## src/rtl/irq_cond_pkg.sv

```systemverilog
package irq_cond_pkg;

  typedef enum logic [1:0] {
    ACC_MASK    = 2'd0,
    ACC_RAW_OR  = 2'd1,
    ACC_MSK_AND = 2'd2,
    ACC_NONE    = 2'd3
  } acc_addr_e;

  typedef enum logic [1:0] {
    MOP_HOLD = 2'd0,
    MOP_SET  = 2'd1,
    MOP_OR   = 2'd2,
    MOP_AND  = 2'd3
  } mask_op_e;

  // condition bit positions (MSB first)
  localparam int unsigned C_INV_CMD   = 15;
  localparam int unsigned C_PARITY    = 14;
  localparam int unsigned C_OVERRUN   = 13;
  localparam int unsigned C_ACCESS    = 12;
  localparam int unsigned C_ARB_LOST  = 11;
  localparam int unsigned C_NACK      = 10;
  localparam int unsigned C_DATA_REQ  = 9;
  localparam int unsigned C_CMD_DONE  = 8;
  localparam int unsigned C_STOP_ERR  = 7;
  localparam int unsigned C_BUSY      = 6;
  localparam int unsigned C_NOT_BUSY  = 5;
  localparam int unsigned C_RESERVED  = 4;
  localparam int unsigned C_SCL_HI    = 3;
  localparam int unsigned C_SCL_LO    = 2;
  localparam int unsigned C_SDA_HI    = 1;
  localparam int unsigned C_SDA_LO    = 0;

endpackage

```

## src/rtl/icu_mask_reg.sv

```systemverilog
module icu_mask_reg
  import irq_cond_pkg::*;
#(
  parameter int unsigned W = 16
) (
  input  logic         clk_i,
  input  logic         rst_ni,
  input  mask_op_e     op_i,
  input  logic [W-1:0] wdata_i,
  output logic [W-1:0] mask_o
);

  logic [W-1:0] mask_q;

  for (genvar i = 0; i < W; i++) begin : g_bit
    logic nxt;
    always_comb begin
      unique case (op_i)
        MOP_SET: nxt = wdata_i[i];
        MOP_OR:  nxt = mask_q[i] | wdata_i[i];
        MOP_AND: nxt = mask_q[i] & wdata_i[i];
        default: nxt = mask_q[i];
      endcase
    end
    always_ff @(posedge clk_i or negedge rst_ni) begin
      if (!rst_ni) mask_q[i] <= 1'b0;
      else         mask_q[i] <= nxt;
    end
  end

  assign mask_o = mask_q;

  p_set_r3: assert property (@(posedge clk_i) disable iff (!rst_ni)
    op_i == MOP_SET |=> mask_q == $past(wdata_i));
  p_or_r4: assert property (@(posedge clk_i) disable iff (!rst_ni)
    op_i == MOP_OR |=> mask_q == ($past(mask_q) | $past(wdata_i)));
  p_and_r5: assert property (@(posedge clk_i) disable iff (!rst_ni)
    op_i == MOP_AND |=> mask_q == ($past(mask_q) & $past(wdata_i)));
  p_hold_r10: assert property (@(posedge clk_i) disable iff (!rst_ni)
    op_i == MOP_HOLD |=> $stable(mask_q));

endmodule

```

## src/rtl/icu_cond_cap.sv

```systemverilog
module icu_cond_cap #(
  parameter int unsigned    W    = 16,
  parameter logic [W-1:0]   RSVD = '0
) (
  input  logic         clk_i,
  input  logic         rst_ni,
  input  logic [W-1:0] status_i,
  input  logic [W-1:0] mask_i,
  output logic [W-1:0] raw_o,
  output logic [W-1:0] masked_o
);

  localparam logic [W-1:0] KEEP = ~RSVD;

  logic [W-1:0] raw_q;

  always_ff @(posedge clk_i or negedge rst_ni) begin
    if (!rst_ni) raw_q <= '0;
    else         raw_q <= status_i & KEEP;
  end

  assign raw_o    = raw_q;
  assign masked_o = raw_q & mask_i;

  p_capture_r2: assert property (@(posedge clk_i) disable iff (!rst_ni)
    1'b1 |=> raw_q == ($past(status_i) & KEEP));
  p_rsvd_zero_r2: assert property (@(posedge clk_i) disable iff (!rst_ni)
    (raw_q & RSVD) == '0);

endmodule

```

## src/rtl/icu_read_mux.sv

```systemverilog
module icu_read_mux
  import irq_cond_pkg::*;
#(
  parameter int unsigned W = 16
) (
  input  logic         rd_i,
  input  acc_addr_e    addr_i,
  input  logic [W-1:0] mask_i,
  input  logic [W-1:0] raw_i,
  input  logic [W-1:0] masked_i,
  output logic [W-1:0] rdata_o
);

  always_comb begin
    rdata_o = '0;
    if (rd_i) begin
      unique case (addr_i)
        ACC_MASK:    rdata_o = mask_i;
        ACC_RAW_OR:  rdata_o = raw_i;
        ACC_MSK_AND: rdata_o = masked_i;
        default:     rdata_o = '0;
      endcase
    end
  end

endmodule

```

## src/rtl/irq_cond_unit.sv

```systemverilog
module irq_cond_unit
  import irq_cond_pkg::*;
#(
  parameter int unsigned  COND_W = 16,
  parameter int unsigned  RSVD_BIT = C_RESERVED
) (
  input  logic              clk_i,
  input  logic              rst_ni,
  input  logic [COND_W-1:0] status_i,
  input  logic              acc_en_i,
  input  logic              acc_we_i,
  input  logic [1:0]        acc_addr_i,
  input  logic [COND_W-1:0] acc_wdata_i,
  output logic [COND_W-1:0] acc_rdata_o,
  output logic              irq_o
);

  localparam logic [COND_W-1:0] RSVD_MASK = COND_W'(1) << RSVD_BIT;

  acc_addr_e         addr;
  mask_op_e          op;
  logic              rd;
  logic [COND_W-1:0] mask, raw, masked;

  assign addr = acc_addr_e'(acc_addr_i);
  assign rd   = acc_en_i & ~acc_we_i;

  always_comb begin
    op = MOP_HOLD;
    if (acc_en_i && acc_we_i) begin
      unique case (addr)
        ACC_MASK:    op = MOP_SET;
        ACC_RAW_OR:  op = MOP_OR;
        ACC_MSK_AND: op = MOP_AND;
        default:     op = MOP_HOLD;
      endcase
    end
  end

  icu_mask_reg #(.W(COND_W)) u_mask (
    .clk_i   (clk_i),
    .rst_ni  (rst_ni),
    .op_i    (op),
    .wdata_i (acc_wdata_i),
    .mask_o  (mask)
  );

  icu_cond_cap #(.W(COND_W), .RSVD(RSVD_MASK)) u_cap (
    .clk_i    (clk_i),
    .rst_ni   (rst_ni),
    .status_i (status_i),
    .mask_i   (mask),
    .raw_o    (raw),
    .masked_o (masked)
  );

  icu_read_mux #(.W(COND_W)) u_rd (
    .rd_i     (rd),
    .addr_i   (addr),
    .mask_i   (mask),
    .raw_i    (raw),
    .masked_i (masked),
    .rdata_o  (acc_rdata_o)
  );

  assign irq_o = |masked;

  p_irq_needs_mask_r7: assert property (@(posedge clk_i) disable iff (!rst_ni)
    irq_o |-> (mask != '0) && (raw != '0));
  p_masked_subset_r6: assert property (@(posedge clk_i) disable iff (!rst_ni)
    (rd && addr == ACC_MSK_AND) |-> (acc_rdata_o & ~mask) == '0);
  p_rdata_quiet_r9: assert property (@(posedge clk_i) disable iff (!rst_ni)
    (acc_rdata_o != '0) |-> rd && addr != ACC_NONE);
  p_unused_wr_r9: assert property (@(posedge clk_i) disable iff (!rst_ni)
    (acc_en_i && acc_we_i && addr == ACC_NONE) |=> $stable(mask));

endmodule

```

## config.mk

```make
export PLATFORM = sky130hd
export DESIGN_NAME = irq_cond_unit
export DESIGN_NICKNAME = d
export VERILOG_FILES = /design/src/rtl/irq_cond_pkg.sv /design/src/rtl/icu_mask_reg.sv /design/src/rtl/icu_cond_cap.sv /design/src/rtl/icu_read_mux.sv /design/src/rtl/irq_cond_unit.sv
export SDC_FILE = /design/constraint.sdc
export NUM_CORES = 1
export LEC_CHECK = 0
export ABC_AREA = 1
export BUFFER_PORTS_ARGS = -buffer_cell sky130_fd_sc_hd__buf_2
export CORE_MARGIN = 4
export CORE_UTILIZATION = 47
export DETAILED_ROUTE_END_ITERATION = 12
export PLACE_DENSITY = 0.76
export REMOVE_ABC_BUFFERS = 1
export SKIP_LAST_GASP = 1
export SLEW_MARGIN = 30
export SYNTH_ARGS = -nofsm -noshare
export SYNTH_HDL_FRONTEND = slang
export SYNTH_SLANG_ARGS = --single-unit
```

## constraint.sdc

```tcl
create_clock -name clk_i -period 1.4 [get_ports clk_i]
set_input_delay 0.35 -clock clk_i [delete_from_list [all_inputs] [get_ports clk_i]]
set_output_delay 0.35 -clock clk_i [all_outputs]
set_load 0.02 [all_outputs]
```

Yosys cells after proc, flatten, opt, wreduce, memory -nomap -nowiden
Cells that the tools add are included.
{ "word_totals": {"regBits": 31, "input_bits": 38, "out_inout_bits": 17, "wordCells": 81} }
{ "classes": {"eq_ne": 5, "muxes": 20, "n_bitwise": 35, "n_reduce_logical": 4} }
{ "op_table": {"columns": ["cell", "count"], "rows": [
  ["one-hot mux 1 bit (3 select lines)", 16],
  ["one-hot mux 16 bit (3 select lines)", 1],
  ["AND 1 bit", 17],
  ["AND 16 bit", 1],
  ["two-way mux 16 bit", 1],
  ["OR 1 bit", 16],
  ["OR reduction 16 bit", 1],
  ["equality test 2 bit, second input constant", 3],
  ["one-hot mux 2 bit (3 select lines)", 1],
  ["equality test 2 x 1 -> 1 bit, second input constant", 2],
  ["nonzero test 3 bit", 1],
  ["zero test 2 bit", 1],
  ["two-way mux 2 bit", 1],
  ["logical AND 1 bit", 1],
  ["inverter 1 bit", 1]
]} }

Logic depth before layout (Yosys ltp)
{ "depth": {"word_depth": 5, "ltp_mapped": 11, "ltp_nobuf": 9} }

Hierarchy
From an unflattened synthesis, not the netlist that was laid out.
{ "hier_totals": {"cells_unflattened": 317, "area_unflattened_um2": 2068.2} }
{ "modules_own_cells": {"columns": ["mod", "n_inst", "cells_each", "area_per_inst_um2", "seq_area_each_um2"], "rows": [
  ["icu_mask_reg", 1, 135, 898.4, 400.4],
  ["icu_read_mux", 1, 108, 548.0, 0.0],
  ["icu_cond_cap", 1, 48, 506.7, 375.4],
  ["irq_cond_unit", 1, 26, 115.1, 0.0]
]} }

Worst setup path after synthesis
Ideal clock, no wire load.
{ "synth_path": {"path_kind": "input port to output port", "from": "in acc_addr_i[0]", "to": "out acc_rdata_o[4]", "arrival_time_ps": 1436, "required_ps": 1050, "setup_slack_ps": -386, "path_stages": 5, "n_path_buf": 1, "path_cell_list": "inv_1 -> ha_1 -> buf_6 -> inv_4 -> nor4_1"} }
{ "synth_via": {"elab_chain_len": 3, "word_cells_on_any_way": 5, "cone_classes": "eq/ne: 2; mux: 2; reduce/logical: 1"} }
{ "synth_lines": {"columns": ["item", "line_no", "source"], "rows": [
  ["from (decl)", "irq_cond_unit.sv:12", "input logic [1:0] acc_addr_i,"],
  ["equality test 2 bit, or another cell as far along", "icu_read_mux.sv:17", "unique case (addr_i)"],
  ["one-hot mux 16 bit (3 select lines) *", "icu_read_mux.sv:17", null],
  ["two-way mux 16 bit *", "icu_read_mux.sv:16", "if (rd_i) begin"],
  ["to (decl)", "irq_cond_unit.sv:14", "output logic [COND_W-1:0] acc_rdata_o,"]
]} }
Every way passes the cells marked *; elsewhere a longest branch is shown, timed or not.

Worst setup path after layout
{ "layout_path": {"from": "in acc_addr_i[0]", "to": "out acc_rdata_o[6]"} }
Same word-level chain as after synthesis.

==> key figures <==
STA
  • Relative slew slack: 75.2%
  • Min Hold Slack: 156 ps
  • Final Max Tran Viols: 0
  • Final Cycle Share: 117%
  • Clock Skew: 0 ps
  • Minimum clock period after layout: 1640 ps
  • RSZ-0062 raised after global routing: yes
  • Slew @ Worst Pin: 372 ps
  • Final worst slack: -239 ps
  • Setup-failing EPs final: 18
  • FMAX: 610 MHz
  • Final Hold Vio Count: 0

Worst setup path
  • Worst flop-to-flop path startpoint: u_mask.mask_o[1]
  • CP arrival: 1290 ps
  • Internal reg-to-reg setup slack: 380 ps
  • Startpoint types: primary input
  • Largest fanout on the critical path: 6
  • Setup CP Type: in -> out
  • WP data required: 1050 ps
  • R2R Path End: u_mask.mask_o[1]
  • Crit. End Element: output port
  • FF-to-FF path depth: 7

Die
  • Die width: 73.2 µm
  • Die area: 0.00536 mm²
  • I/O Pins: 55
  • # rows: 23
  • CORE AREA: 0.00406 mm²
  • Die Height: 73.2 µm
  • Initial Util: 49.2%

Run status
  • Failing checks: setup timing
  • Outcome: complete, but fails checks

Placed design
  • Pre-CTS WS: -345 ps
  • RD Place Congestion: 0.829
  • Area after DPL: 0.00241 mm²
  • Hpwl dp: 3820 µm
  • Port bufs: 53

GRT
  • Vias in the first global route: 2,012
  • First-pass GRT wire length: 9140 µm
  • Gr ovfl total: 0
  • Initial antenna violation count: 0
  • Pin count of the biggest net entering global routing: 21
  • GR Util All Layers: 22.2%

Logic synthesis
  • Synth warn: 0
  • Area share of the largest cell type after synthesis: 38.8%
  • Post-synthesis cell count: 278
  • Yosys top cell by area: dfrtp_1
  • Ys async rst share: 100%
  • FF+latch count, synth: 31
  • Area contributors post-synth: dfrtp_1 (39%), nand2_1 (15%), nand4_1 (11%)
  • Post-synth EDFFs: 0
  • Mapped cell area: 0.00200 mm²
  • Distinct cell type count after synthesis: 23
  • Main synth FF type: dfrtp_1
  • Share of the yosys chip area belonging to registers: 38.8%
  • Synth Area per Inst: 7.19 µm²

Route
  • Wire per inst: 14.5 µm
  • Number of remaining DRC errors: 0
  • Pre-Repair DR Iteration Count: 5
  • Via Count: 2,187
  • Via density per instance: 5.45
  • DRT iter0 DRCs: 276
  • DRT Wirelength: 5800 µm
  • Detail Route Antenna Nets: 0

Layout
  • N_diodes: 0
  • Fin area: 0.00283 mm²
  • Most frequent cells in the layout: nand2_1 (69), buf_4 (36), nand4_1 (35), buf_2 (34), inv_1 (32)
  • Most common cell after layout, fill and taps aside: nand2_1
  • # nets final: 392
  • Layout cells sized above 1: 36.8%
  • P&R area growth vs syn: 41.7%

Worst hold path
  • Worst Hold Class: in -> reg
  • Worst hold path startpoint: status_i[6]
  • Worst Hold End: u_cap.raw_o[6]
  • Hold Path Depth: 1

Clock tree
  • Reg clk slew, reported paths: 70 ps
  • Max Root-Sink Buffers: 2
  • CTS Root Buffer Type: clkbuf_8
  • H-Tree Depth: 2
  • TritonCTS clock tree: done
  • CTS Buf Count: 5
  • Skew-Pair Late Insertion Delay: 290 ps
  • Clock Sinks: 31

Power and ir drop
  • VDD IR-drop max: 0.510 mV
  • Lkg Pwr: 1.44 nW
  • Pwr dens: 992 mW/mm²

Run
  • Number of max-cap violations: 0
## stage by stage
stage	total power [W]	cells	utilization [%]	TNS, ps
finish	0.00281	401	69.8	-3100
detailed placement	0.00172	384	59.3	-9400
global placement	0.00170	384	59.3	-8550
global route	0.00294	401	69.8	-4420
CTS	0.00272	397	66.9	-2970
floorplan	0.00144	260	-	-6510
## synth_stat cells, types with 2 or more instances
library cell / n
buf_6: 2
nand2_1: 80
dfrtp_1: 31
inv_1: 34
nor2_1: 18
nand3_1: 17
nand2_4: 2
o21ai_1: 10
buf_2: 10
buf_4: 2
inv_2: 4
a21oi_1: 15
o21ai_0: 5
clkbuf_1: 2
ha_1: 4
nand4_1: 35
## cell families after synthesis
group                      synth area share [%]
adders and majority gates                  2.50
buffers and inverters                      13.2
DFF                                        38.8
AOI/OAI and AO/OA                          7.51
and+or+nand+nor                            37.9
## what timing repair did
item,4_1_cts,5_1_grt
cloned,0,1
setup buffers,4,3
hold buffers,1,0
setup endpoints to repair,17,19
hold endpoints to repair,15,0
gates resized for setup,51,23
pin swaps,10,14
## area by class of cell
cell class,instances,area [µm²]
Fill cell,309,1230
Clock inverter,2,35.0
Sequential cell,31,776
Inverter,39,161
Timing Repair Buffer,82,613
Multi-Input combinational cell,191,1100
Clock buffer,6,82.6
Tap cell,50,62.6
## state kept, by name (all words and copies together) (netlist names)
register / count
u_cap.raw_o: 15
u_mask.mask_o: 16
## worst max-delay path: stages
cell	delay, ps
buf_12	90
inv_8	30
ha_4	160
inv_4	70
buf_6	130
o21ai_1	70
a21oi_1	160
nor2_1	60
buf_4	150
## how the worst max path moves through the flow
stage | from | endpoint | slack [ps] | cells past startpoint
2_1_floorplan | acc_addr_i[0] | acc_rdata_o[4] | -610 | 4
3_3_place_gp | acc_addr_i[0] | acc_rdata_o[2] | -310 | 9
3_5_place_dp | acc_addr_i[0] | acc_rdata_o[2] | -350 | 9
4_1_cts | u_mask.mask_o[1] | irq_o | -230 | 5
5_1_grt | u_cap.raw_o[6] | irq_o | -310 | 5
6_report | acc_addr_i[0] | acc_rdata_o[6] | -240 | 9
## report_power, final
part / leakage (nW) / switching, W / internal (W)
combinational: 1.04 / 0.000452 / 0.000334
clock: 0.0612 / 0.000366 / 0.000576
sequential: 0.337 / 0.0000821 / 0.00100
total: 1.44 / 0.000900 / 0.00191
## metal layers
metal	track usage (%)	routed length, µm	up-vias
met5	0	0	-
met4	9.43	130	0
met3	5.10	416	15
met2	37.1	2910	103
met1	27.3	2340	1009
li1	-	-	1060
No activity file was read; power rests on OpenSTA's default activity.
